===== src/rtl/tlb_repl_pkg.sv =====
package tlb_repl_pkg;
  localparam int unsigned REG_W    = 32;
  localparam int unsigned FLD_W    = 6;
  localparam int unsigned BND_LSB  = 18;
  localparam int unsigned CNT_LSB  = 10;
  localparam int unsigned SQ_BIT   = 9;
  localparam int unsigned VM_BIT   = 8;
endpackage


===== src/rtl/tlb_rst_sync.sv =====
module tlb_rst_sync (
  input  logic clk,
  input  logic rst_n,
  output logic rst_sync_n
);
  logic [1:0] sync_q;

  always_ff @(posedge clk or negedge rst_n) begin
    if (!rst_n) sync_q <= 2'b00;
    else        sync_q <= {sync_q[0], 1'b1};
  end

  assign rst_sync_n = sync_q[1];
endmodule


===== src/rtl/tlb_repl_counter.sv =====
module tlb_repl_counter #(
  parameter int unsigned IDX_W = 6
) (
  input  logic             clk,
  input  logic             rst_n,
  input  logic             wr_en,
  input  logic [IDX_W-1:0] wr_cnt,
  input  logic [IDX_W-1:0] bnd,
  input  logic             access,
  input  logic             load,
  output logic [IDX_W-1:0] cnt
);
  localparam logic [IDX_W-1:0] ZERO = '0;
  localparam logic [IDX_W-1:0] ONE  = IDX_W'(1);

  logic [IDX_W-1:0] cnt_q, cnt_d;
  logic             at_bnd, step, cnt_en;

  always_comb begin
    at_bnd = (bnd != ZERO) && (cnt_q == bnd);
    step   = access && !load;
    cnt_en = wr_en || step;
    cnt_d  = cnt_q;
    if (wr_en)       cnt_d = wr_cnt;
    else if (at_bnd) cnt_d = ZERO;
    else             cnt_d = cnt_q + ONE;
  end

  always_ff @(posedge clk or negedge rst_n) begin
    if (!rst_n)      cnt_q <= ZERO;
    else if (cnt_en) cnt_q <= cnt_d;
  end

  assign cnt = cnt_q;

  assert_step_R4: assert property (@(posedge clk) disable iff (!rst_n)
    (access && !load && !wr_en && !((bnd != ZERO) && (cnt == bnd)))
      |=> (cnt == $past(cnt) + ONE));

  assert_wrap_at_bnd_R5: assert property (@(posedge clk) disable iff (!rst_n)
    (access && !load && !wr_en && (bnd != ZERO) && (cnt == bnd)) |=> (cnt == ZERO));

  assert_hold_on_load_R8: assert property (@(posedge clk) disable iff (!rst_n)
    (load && !wr_en) |=> $stable(cnt));

  assert_write_wins_R9: assert property (@(posedge clk) disable iff (!rst_n)
    wr_en |=> (cnt == $past(wr_cnt)));
endmodule


===== src/rtl/tlb_sq_guard.sv =====
module tlb_sq_guard (
  input  logic clk,
  input  logic rst_n,
  input  logic sq_priv,
  input  logic user_mode,
  input  logic sq_access,
  output logic err
);
  logic err_q, err_d;

  always_comb err_d = sq_access && user_mode && sq_priv;

  always_ff @(posedge clk or negedge rst_n) begin
    if (!rst_n) err_q <= 1'b0;
    else        err_q <= err_d;
  end

  assign err = err_q;

  assert_err_raise_R10: assert property (@(posedge clk) disable iff (!rst_n)
    (sq_access && user_mode && sq_priv) |=> err);

  assert_err_quiet_R10: assert property (@(posedge clk) disable iff (!rst_n)
    !(sq_access && user_mode && sq_priv) |=> !err);
endmodule


===== src/rtl/tlb_repl_reg.sv =====
module tlb_repl_reg
  import tlb_repl_pkg::*;
#(
  parameter int unsigned IDX_W = FLD_W
) (
  input  logic              clk,
  input  logic              rst_n,
  input  logic              reg_wr_en,
  input  logic [REG_W-1:0]  reg_wr_data,
  output logic [REG_W-1:0]  reg_rd_data,
  input  logic              tlb_access,
  input  logic              tlb_load,
  output logic [IDX_W-1:0]  repl_idx,
  output logic              sq_priv_only,
  output logic              single_vm,
  input  logic              user_mode,
  input  logic              sq_access,
  output logic              sq_addr_err
);
  localparam logic [REG_W-1:0] FLD_MASK  = REG_W'({IDX_W{1'b1}});
  localparam logic [REG_W-1:0] USED_MASK = (FLD_MASK << BND_LSB) | (FLD_MASK << CNT_LSB)
                                         | (REG_W'(1) << SQ_BIT) | (REG_W'(1) << VM_BIT);

  logic             rst_sync_n;
  logic [IDX_W-1:0] bnd_q, bnd_d, cnt;
  logic             sq_q, sq_d, vm_q, vm_d;
  logic             unused_wr;

  tlb_rst_sync u_rst (.clk(clk), .rst_n(rst_n), .rst_sync_n(rst_sync_n));

  always_comb begin
    bnd_d = reg_wr_data[BND_LSB +: IDX_W];
    sq_d  = reg_wr_data[SQ_BIT];
    vm_d  = reg_wr_data[VM_BIT];
  end

  always_ff @(posedge clk or negedge rst_sync_n) begin
    if (!rst_sync_n) begin
      bnd_q <= '0;
      sq_q  <= 1'b0;
      vm_q  <= 1'b0;
    end else if (reg_wr_en) begin
      bnd_q <= bnd_d;
      sq_q  <= sq_d;
      vm_q  <= vm_d;
    end
  end

  tlb_repl_counter #(.IDX_W(IDX_W)) u_cnt (
    .clk(clk), .rst_n(rst_sync_n), .wr_en(reg_wr_en),
    .wr_cnt(reg_wr_data[CNT_LSB +: IDX_W]), .bnd(bnd_q),
    .access(tlb_access), .load(tlb_load), .cnt(cnt)
  );

  tlb_sq_guard u_sq (
    .clk(clk), .rst_n(rst_sync_n), .sq_priv(sq_q),
    .user_mode(user_mode), .sq_access(sq_access), .err(sq_addr_err)
  );

  always_comb begin
    reg_rd_data                    = '0;
    reg_rd_data[BND_LSB +: IDX_W]  = bnd_q;
    reg_rd_data[CNT_LSB +: IDX_W]  = cnt;
    reg_rd_data[SQ_BIT]            = sq_q;
    reg_rd_data[VM_BIT]            = vm_q;
  end

  assign repl_idx     = cnt;
  assign sq_priv_only = sq_q;
  assign single_vm    = vm_q;
  assign unused_wr    = ^(reg_wr_data & ~USED_MASK);

  assert_rsvd_zero_R3: assert property (@(posedge clk) disable iff (!rst_sync_n)
    (reg_rd_data & ~USED_MASK) == '0);

  assert_cfg_load_R2: assert property (@(posedge clk) disable iff (!rst_sync_n)
    reg_wr_en |=> (reg_rd_data == ($past(reg_wr_data) & USED_MASK)));

  assert_mode_hold_R11: assert property (@(posedge clk) disable iff (!rst_sync_n)
    !reg_wr_en |=> ($stable(sq_priv_only) && $stable(single_vm)));
endmodule


===== config.mk =====
export PLATFORM = sky130hd
export DESIGN_NAME = tlb_repl_reg
export DESIGN_NICKNAME = d
export VERILOG_FILES = /design/src/rtl/tlb_repl_pkg.sv /design/src/rtl/tlb_rst_sync.sv /design/src/rtl/tlb_repl_counter.sv /design/src/rtl/tlb_sq_guard.sv /design/src/rtl/tlb_repl_reg.sv
export SDC_FILE = /design/constraint.sdc
export NUM_CORES = 1
export LEC_CHECK = 0
export ABC_AREA = 1
export BUFFER_PORTS_ARGS = -buffer_cell sky130_fd_sc_hd__buf_2
export CORE_MARGIN = 5
export CORE_UTILIZATION = 37
export DETAILED_ROUTE_END_ITERATION = 6
export GPL_ROUTABILITY_DRIVEN = 0
export PLACE_DENSITY = 0.76
export RECOVER_POWER = 50
export SETUP_SLACK_MARGIN = 0.3
export SLEW_MARGIN = 20
export SYNTH_ARGS = -nofsm -noshare
export SYNTH_HDL_FRONTEND = slang
export SYNTH_HIERARCHICAL = 1
export SYNTH_SLANG_ARGS = --single-unit

===== constraint.sdc =====
create_clock -name clk -period 0.8 [get_ports clk]
set_input_delay 0.08 -clock clk [delete_from_list [all_inputs] [get_ports clk]]
set_output_delay 0.08 -clock clk [all_outputs]
set_load 0.01 [all_outputs]

==> out/metrics.yaml, run 1 <==
status:
  status: "finished, violations left"
  violations: "negative hold slack, negative setup slack"
power_and_ir_drop:
  power.leakage_nw: 0.9850
  irDropWorstVdd_mv: 0.7337
  p_per_area_nw_per_um2: 1454
  power.total_w: 0.002552
placed_design:
  port_buffers: 43
  dpl.cell_count: 262
  dp_hpwl_um: 2087
sta:
  setup-violations-final: 32
  fin_ws_ps: -389.4
  tns_ps: -7775
  rsz0062_at_grt: "true"
  maxSlewViolCount: 0
  hold_viol_final: 7
  fmax_mhz: 840.7
  whs_ps: -24.72
  period_needed_ps: 1189
  skew_ps: 1.582
  min_period_over_period: 1.487
synthesis:
  yosys.area.top_type: "dfrtp_1"
  ys.warnings.count: 6
  syn_inst: 167
  seq_area_frac_synth: 0.3621
  yosys.area.top_type_share: 0.3621
  ys_ff_latch: 17
  synth_area_sq_um: 1175
  ys_top_cells_by_area: "dfrtp_1 (36%), nand2_1 (21%), buf_4 (17%)"
  synth_cell_types: 19
  syn_area_per_cell_sq_um: 7.035
layout:
  stdcell_count: 276
  fin_util: 0.5750
  finalNetCount: 273
  diodes: 0
  drive_gt1_frac: 0.4526
  synthToLayoutAreaGrowth_pct: 49.41
floorplan:
  die-area_sq_um: 4402
  start_util: 0.3848
  die_w_um: 66.35
  ios: 80
  core_area_sq_um: 3053
  die_h_um: 66.35
  row_count: 20
clocking:
  clk_latency_ps: 290
  cts_buffers: 3
  hold_buffers: 1
  cts.path.max_buffers: 2
  clk_pin_slew_worst_paths_ps: 100
  cts-root-buf: "clkbuf_4"
  cts_sinks: 17
  h-tree-depth: 1
  cts_tree: "yes"
drt:
  num_vias: 1120
  drt_iter0_drc: 35
  routedWlPerCell_um: 10.24
  viasPerCell: 4.058
  dr.pass1.iters: 4
  final_antenna_net_count: 0
  wirelength_um: 2827
  drt_drc_violations_left: 0
setup_path:
  critPathArrivalTime_ps: 1370
  criticalPathCategory: "reg2reg"
  worstPathRequired_ps: 990
  crit_fanout: 6
  worstRegToRegCells: 6
  crit_path_start_kind: "flop"
  end_kind: "flop"
global_routing:
  overflow: 0
  antenna_found_initial: 0
  grt_max_degree: 16
  grtUsageMet3: 0.02381
  grt.busiest_layer: "met2"
  grt.met2_usage: 0.1983
  grt_pass1_wl_um: 4091
  grt_pass1_vias: 958
  track_usage: 0.1174
  met1_usage: 0.1542
min_path:
  min_path_type: "in2reg"
  min_path_cells: 3
job:
  cap_violations: 0
-- worst max-delay path, stage by stage, from the launching register on --
cell and delay (ps):
dfrtp_2 460, nand2_1 80, nand2_1 60, nor2_2 170, nand4_4 170, nand2_1 100, nand2_1 50
-- per-layer routing --
metal / up-vias / wire length, um
met1: 498 / 1145
met5: - / 0
met2: 44 / 1455
met3: 2 / 215
met4: 0 / 10
li1: 576 / -
-- where the power goes --
| group | switching (W) | internal, W |
|---|---|---|
| clock | 0.000277 | 0.000186 |
| combinational | 0.000466 | 0.000563 |
| sequential | 0.000116 | 0.000945 |
-- cells in the final DEF, fill, tap and decap left out --
| cell | netlist | final |
|---|---|---|
| conb_1 | 2 | 19 |
| inv_1 | 17 | 16 |
| nor2_2 | 4 | 3 |
| nor2_1 | 9 | 9 |
| dfrtp_4 | 0 | 1 |
| nand2_2 | 1 | 10 |
| nand3_1 | 4 | 4 |
| xnor2_1 | 1 | 1 |
| nand2_1 | 65 | 56 |
| dlygate4sd3_1 | 0 | 1 |
| clkbuf_1 | 0 | 1 |
| nand4_4 | 1 | 1 |
| ha_2 | 0 | 1 |
| buf_2 | 1 | 25 |
| dfrtp_1 | 17 | 10 |
| dfrtp_2 | 0 | 6 |
| buf_4 | 26 | 11 |
| inv_2 | 5 | 6 |
| o21ai_1 | 0 | 1 |
| clkbuf_4 | 0 | 3 |
| nor2_4 | 1 | 2 |
| a21oi_1 | 2 | 2 |
| xor2_1 | 1 | 1 |
| o21ai_0 | 7 | 6 |
| buf_6 | 2 | 35 |
| clkinv_2 | 0 | 1 |
-- cell families (layout without fill, tap and decap cells) --
family | after synthesis | after routing | share of synthesized area
simple gates | 85 | 85 | 0.3078
buf+inv | 51 | 99 | 0.2598
flops | 17 | 17 | 0.3621
compound gates | 9 | 9 | 0.03834
other cells | 2 | 19 | 0.006392
xor+xnor | 2 | 2 | 0.01491
fa+ha+maj | 1 | 1 | 0.01065
-- per-stage QoR --
step / instance area, sq um / hold slack, ps / worst slack, ps
floorplan: 1271 / -215.6 / -367.7
global placement: 1443 / -133.9 / -303.7
detailed placement: 1443 / -134.0 / -359.5
CTS: 1647 / -30.52 / -365.8
global route: 1755 / -29.89 / -446.1
finish: 1755 / -24.72 / -389.4
-- path summary, 6_finish.rpt --
| path | from | to | slack (ps) |
|---|---|---|---|
| worst max-delay path | bnd_q[0] | u_cnt/cnt[2] | -390 |
| worst min-delay path | reg_wr_data[18] | bnd_q[0] | -20 |
| worst max register to register | bnd_q[0] | u_cnt/cnt[2] | -390 |
| worst min register to register | u_rst/sync_q[1] | u_sq/err | 180 |
| max in group asynchronous | u_rst/sync_q[1] | u_cnt/cnt[0] | 410 |
| min in group asynchronous | rst_n | u_rst/sync_q[1] | 110 |
-- flip-flops by register name (all words and copies together), names as in the netlist --
signal	flops
u_sq/err	1
sq_priv_only	1
u_cnt/cnt	6
u_rst/sync_q	2
single_vm	1
bnd_q	6
-- layout make-up --
cell class,instances,area [sq um]
clock buffer,3,22.52
clock inverter,1,5.005
fill,291,1297
inverter,22,82.58
multi-input combinational,116,538.0
sequential,17,436.7
tap,44,55.05
timing repair buffer,73,615.6
-- what timing repair did --
item                                   in CTS  in global routing
setup endpoints to repair                  38                 46
endpoints found under the hold margin      11                  8
setup buffers                               4                  5
gates resized for setup                    29                 22
pin swaps                                   6                  9
-- cell usage after synthesis, drive strengths merged --
library cell,count
nand3,4
nand4,1
nand2,66
xor2,1
o21ai,7
conb,2
a21oi,2
nor2,14
ha,1
buf,29
xnor2,1
dfrtp,17
inv,22
Note: power is estimated with default switching activity, not from simulation.
==> inputs of run 2 (changes only) <==
--- a/config.mk
+++ b/config.mk
@@ -6,12 +6,12 @@
 export NUM_CORES = 1
 export LEC_CHECK = 0
 export ABC_AREA = 1
-export BUFFER_PORTS_ARGS = -buffer_cell sky130_fd_sc_hd__buf_2
 export CORE_MARGIN = 5
-export CORE_UTILIZATION = 37
+export CORE_UTILIZATION = 55
 export DETAILED_ROUTE_END_ITERATION = 6
+export DONT_BUFFER_PORTS = 1
 export GPL_ROUTABILITY_DRIVEN = 0
-export PLACE_DENSITY = 0.76
+export PLACE_DENSITY = 0.73
 export RECOVER_POWER = 50
 export SETUP_SLACK_MARGIN = 0.3
 export SLEW_MARGIN = 20
==> run 2 against run 1 <==
The run still ends with negative hold slack, negative setup slack left. Maximum frequency is 3.1% lower. Sequential power is essentially flat. Setup slack lost 38 ps. Critical path type unchanged. Via count decreased by 13%. Critical endpoint is now u_cnt/cnt[0]. Wire length shrank 10%. Combinational power shrank 26%. Total power decreased by 11%. Non-clock buffer count fell by 45.
==> out/metrics.yaml, run 2 (synthesis gave the netlist of run 1 again) <==
global_routing:
  grtUsageMet3: 0.04640  # +0.02259
  overflow: 0  # unchanged
  grt_max_degree: 18  # +2
  grt.met2_usage: 0.2554  # +0.05716
  grt_pass1_vias: 936  # -2.3%
  met1_usage: 0.1888  # +0.03460
  grt.busiest_layer: "met2"
  grt_pass1_wl_um: 3919  # -4.2%
  antenna_found_initial: 0  # unchanged
  track_usage: 0.1538  # +0.03641
sta:
  hold_viol_final: 9  # +2
  tns_ps: -6535  # +1240 ps
  fmax_mhz: 815.0  # -3.1%
  maxSlewViolCount: 0  # unchanged
  rsz0062_at_grt: "true"
  fin_ws_ps: -427.0  # -37.54 ps
  min_period_over_period: 1.534  # +0.04693
  skew_ps: 3.704  # +2.122 ps
  whs_ps: -97.08  # -72.36 ps
  setup-violations-final: 31  # -3.1%
  period_needed_ps: 1227  # +37.54 ps
drt:
  viasPerCell: 4.575  # +13%
  wirelength_um: 2537  # -10%
  routedWlPerCell_um: 11.86  # +16%
  dr.pass1.iters: 4  # unchanged
  drt_iter0_drc: 19  # -46%
  num_vias: 979  # -13%
  final_antenna_net_count: 0  # unchanged
  drt_drc_violations_left: 0  # unchanged
setup_path:
  crit_fanout: 6  # unchanged
  timing.rr.end: "u_cnt/cnt[0]"
  worstPathRequired_ps: 980  # about the same
  end_kind: "flop"
  r2r_start: "bnd_q[2]"
  crit_path_start_kind: "flop"
  reg2reg_slack_ps: -430  # -40 ps
  critPathArrivalTime_ps: 1410  # +40 ps
  worstRegToRegCells: 5  # -1
  criticalPathCategory: "reg2reg"
floorplan:
  row_count: 16  # -20%
  die_w_um: 56.22  # -15%
  die_h_um: 56.22  # -15%
  ios: 80  # unchanged
  start_util: 0.5869  # +0.2020
  core_area_sq_um: 2002  # -34%
  die-area_sq_um: 3161  # -28%
min_path:
  min_path_cells: 2  # -1
  whs_endpoint: "bnd_q[1]"
  min_from: "reg_wr_en"
  min_path_type: "in2reg"
clocking:
  cts.path.max_buffers: 2  # unchanged
  cts_sinks: 17  # unchanged
  cts_buffers: 3  # unchanged
  cts_tree: "yes"
  clk_latency_ps: 280  # about the same
  hold_buffers: 1  # unchanged
  cts-root-buf: "clkbuf_4"
  h-tree-depth: 1  # unchanged
  clk_pin_slew_worst_paths_ps: 100  # about the same
layout:
  nFillCells: 171  # -41%
  synthToLayoutAreaGrowth_pct: 20.02
  fin_util: 0.7044  # +0.1294
  final_common_cell: "nand2_1"
  finalNetCount: 228  # -16%
  layout_common_cells: "nand2_1 (56), conb_1 (19), buf_6 (19), inv_1 (15), dfrtp_1 (11)"
  register_area_sq_um: 435.4  # -0.29%
  diodes: 0  # unchanged
  drive_gt1_frac: 0.3316  # -0.1210
  multi_input_area_sq_um: 548.0  # +1.9%
placed_design:
  dp_hpwl_um: 1872  # -10%
  port_buffers: 0  # -100%
power_and_ir_drop:
  switchingPower_w: 0.0007698  # -10%
  pwr-share-clk: 0.197  # +0.016
  irDropWorstVdd_mv: 1.124  # +53%
  p_int_w: 0.001506  # -11%
  p_per_area_nw_per_um2: 1614  # +11%
  swShare: 0.3383  # +0.001758
  seqPwrFrac: 0.467  # +0.051
  combinationalPowerShare: 0.336  # -0.067
  power.leakage_nw: 0.7689  # -22%
job:
  cap_violations: 0  # unchanged
status:
  status: "finished, violations left"
  violations: "negative hold slack, negative setup slack"
-- run 2: metrics by stage --
stage / std cells / hold WS [ps] / worst slack [ps] / area (sq um) / power, W
2_1_floorplan: 184 / -215.6 / -367.7 / 1271 / 0.001603
3_3_place_gp: 202 / -215.5 / -335.6 / 1206 / 0.001637
3_5_place_dp: 202 / -215.5 / -375.8 / 1206 / 0.001659
4_1_cts: 211 / -108.1 / -369.0 / 1336 / 0.002215
5_1_grt: 214 / -102.3 / -471.8 / 1410 / 0.002423
6_report: 214 / -97.08 / -427.0 / 1410 / 0.002275
-- run 2: repair_timing --
item,4_1_cts,5_1_grt
hold endpoints to repair,14,11
resized for setup,19,18
setup buffers,4,3
setup endpoints to repair,38,53
pin swaps,3,8
-- run 2: power by group through the flow --
stage	combinational, W	sequential (W)	clock (W)
4_1_cts	0.000690	0.00106	0.000470
6_report	0.000764	0.00106	0.000448
5_1_grt	0.000834	0.00108	0.000509
3_5_place_dp	0.000598	0.00106	0
2_1_floorplan	0.000510	0.00109	0
3_3_place_gp	0.000581	0.00106	0
-- run 2: worst max path at each step --
stage / from / depth (start not counted) / endpoint
after floorplan: u_cnt/cnt[2] / 6 / u_cnt/cnt[0]
after global placement: u_cnt/cnt[2] / 5 / u_cnt/cnt[1]
after detailed placement: u_cnt/cnt[2] / 5 / u_cnt/cnt[0]
after CTS: bnd_q[0] / 7 / u_cnt/cnt[4]
after global routing: u_cnt/cnt[2] / 5 / u_cnt/cnt[4]
final: bnd_q[2] / 5 / u_cnt/cnt[0]
-- run 2: routing by layer --
metal  part of all wire  up-vias
met4             0.0063        0
met2               0.48       50
met5                  0        -
met3               0.10        2
li1                   -      489
met1               0.42      438
-- run 2: worst max-delay path: stages, from the launching register on --
cell     delay (ps)
dfrtp_1         440
xor2_2          190
nor2_2          150
nand4_4         170
nand2_1         110
nand2_1          50
-- run 2: layout make-up --
cell class,instances,share of cell area
clock buffer,4,0.01863
inverter,22,0.05856
timing repair buffer,28,0.2014
multi-input combinational,116,0.3886
tap,27,0.02396
sequential,17,0.3088
==> inputs of run 3 (changes only) <==
--- a/config.mk
+++ b/config.mk
@@ -6,7 +6,7 @@
 export NUM_CORES = 1
 export LEC_CHECK = 0
 export ABC_AREA = 1
-export CORE_MARGIN = 5
+export CORE_MARGIN = 3
 export CORE_UTILIZATION = 55
 export DETAILED_ROUTE_END_ITERATION = 6
 export DONT_BUFFER_PORTS = 1
==> run 3 against run 2 <==
The flow still finishes with violations (negative hold slack, negative setup slack). Die area is 14% lower. Maximum frequency is 4.8% higher. Worst hold slack worse by 7.8 ps. Sequential share of layout area is 0.27 points lower. Wire length is 9.0% lower. Core utilization stayed put. Clock power is 2% higher. Count of clock-buffer cells in the layout is 1 lower. Via count is 2.9% lower. Sequential power hardly changed. Critical path depth stayed put. Register-to-register slack better by 60 ps.
==> out/metrics.yaml, run 3 (synthesis gave the netlist of run 1 again) <==
status:
  status: "finished, violations left"
  violations: "negative hold slack, negative setup slack"
power_and_ir_drop:
  p_per_area_nw_per_um2: 1618  # +0.25%
  irDropWorstVdd_mv: 1.143  # +1.7%
  power.leakage_nw: 0.7772  # +1.1%
global_routing:
  met1_usage: 0.2334  # +0.04455
  grt.busiest_layer: "met2"
  grt_max_degree: 18  # unchanged
  grt_pass1_wl_um: 3739  # -4.6%
  track_usage: 0.1822  # +0.02835
  grt_pass1_vias: 897  # -4.2%
  overflow: 0  # unchanged
  grtUsageMet3: 0.02849  # -0.01791
  antenna_found_initial: 0  # unchanged
  grt.met2_usage: 0.3159  # +0.06047
placed_design:
  dpl.cell_count: 203  # +0.50%
  dp_hpwl_um: 1696  # -9.4%
  port_buffers: 0  # unchanged
clocking:
  h-tree-depth: 1  # unchanged
  cts-root-buf: "clkbuf_4"
  cts_tree: "yes"
  cts_buffers: 3  # unchanged
  cts.path.max_buffers: 2  # unchanged
  hold_buffers: 1  # unchanged
  clk_latency_ps: 290  # about the same
  clk_pin_slew_worst_paths_ps: 100  # about the same
  cts_sinks: 17  # unchanged
drt:
  num_vias: 951  # -2.9%
  viasPerCell: 4.444  # -2.9%
  final_antenna_net_count: 0  # unchanged
  routedWlPerCell_um: 10.79  # -9.0%
  drt_drc_violations_left: 0  # unchanged
  wirelength_um: 2308  # -9.0%
  dr.pass1.iters: 4  # unchanged
  drt_iter0_drc: 17  # -2
layout:
  synthToLayoutAreaGrowth_pct: 20.02  # unchanged
  stdcell_count: 214  # unchanged
  finalNetCount: 228  # unchanged
  fin_util: 0.7044  # unchanged
  diodes: 0  # unchanged
  drive_gt1_frac: 0.3209  # -0.01070
  layout_common_cells: "nand2_1 (58), conb_1 (19), buf_6 (19), inv_1 (15), dfrtp_1 (12)"
  final_common_cell: "nand2_1"
min_path:
  min_path_cells: 2  # unchanged
  min_path_type: "in2reg"
sta:
  period_needed_ps: 1170  # -56.64 ps
  worst_slew_pin_slew_ps: 615.0
  hold_viol_final: 9  # unchanged
  min_period_over_period: 1.463  # -0.07079
  skew_ps: 1.325  # -2.379 ps
  maxSlewViolCount: 0  # unchanged
  rsz0062_at_grt: "true"
  fmax_mhz: 854.5  # +4.8%
  setup-violations-final: 30  # -3.2%
  fin_ws_ps: -370.3  # +56.64 ps
  relSlewSlack: 0.5900
  whs_ps: -104.9  # -7.768 ps
setup_path:
  crit_fanout: 6  # unchanged
  crit_path_start_kind: "flop"
  end_kind: "flop"
  critPathArrivalTime_ps: 1350  # -60 ps
  criticalPathCategory: "reg2reg"
  worstPathRequired_ps: 980  # about the same
  worstRegToRegCells: 5  # unchanged
floorplan:
  ios: 80  # unchanged
  die_h_um: 52.22  # -7.1%
  row_count: 16  # unchanged
  start_util: 0.5869  # unchanged
  die-area_sq_um: 2727  # -14%
  core_area_sq_um: 2002  # unchanged
  die_w_um: 52.22  # -7.1%
job:
  cap_violations: 0  # unchanged
## run 3: timing repair
action	4_1_cts	5_1_grt
endpoints found under the setup margin	38	45
pin swaps	9	11
resized for setup	19	17
buffers inserted	3	3
endpoints found under the hold margin	14	12
## run 3: layout make-up
| cell class | instances | area, sq um |
|---|---|---|
| Clock buffer | 3 | 22.52 |
| Sequential cell | 17 | 431.7 |
| Clock inverter | 1 | 5.005 |
| Timing Repair Buffer | 28 | 284.0 |
| Tap cell | 27 | 33.78 |
| Multi-Input combinational cell | 116 | 550.5 |
| Fill cell | 173 | 591.8 |
| Inverter | 22 | 82.58 |
## run 3: metal layers
metal	wire, um	vias to the layer above
li1	-	488
met1	956	423
met2	1161	38
met3	171	2
met4	19	0
met5	0	-
## run 3: path summary, 6_finish.rpt
kind	start	to	slack (ps)
setup / recovery	u_cnt/cnt[2]	u_cnt/cnt[1]	-370
setup reg to reg	u_cnt/cnt[2]	u_cnt/cnt[1]	-370
hold / removal	reg_wr_en	bnd_q[5]	-100
max in group asynchronous	u_rst/sync_q[1]	u_cnt/cnt[0]	110
min in group asynchronous	rst_n	u_rst/sync_q[0]	10
hold reg to reg	u_rst/sync_q[1]	bnd_q[0]	260
## run 3: where the power goes
part	switching, W	leakage (nW)	internal [W]
clock	0.000273	0.0177	0.000186
sequential	0.000119	0.202	0.000942
combinational	0.000387	0.558	0.000374
total	0.000780	0.777	0.00150
## run 3: per-stage QoR
step	setup WS [ps]	cell area, sq um	setup TNS, ps	power [W]
3_3_place_gp	-342.8	1214	-2018	0.001645
5_1_grt	-459.2	1410	-8299	0.002455
6_report	-370.3	1410	-6441	0.002281
2_1_floorplan	-367.7	1271	-2203	0.001603
3_5_place_dp	-360.2	1214	-2092	0.001660
4_1_cts	-347.3	1338	-5952	0.002228
## run 3: worst max-delay path, stage by stage (launching register included)
cell and delay, ps:
dfrtp_2 460, xor2_1 160, nor2_2 150, nand4_4 150, nand2_1 90, nand2_1 60
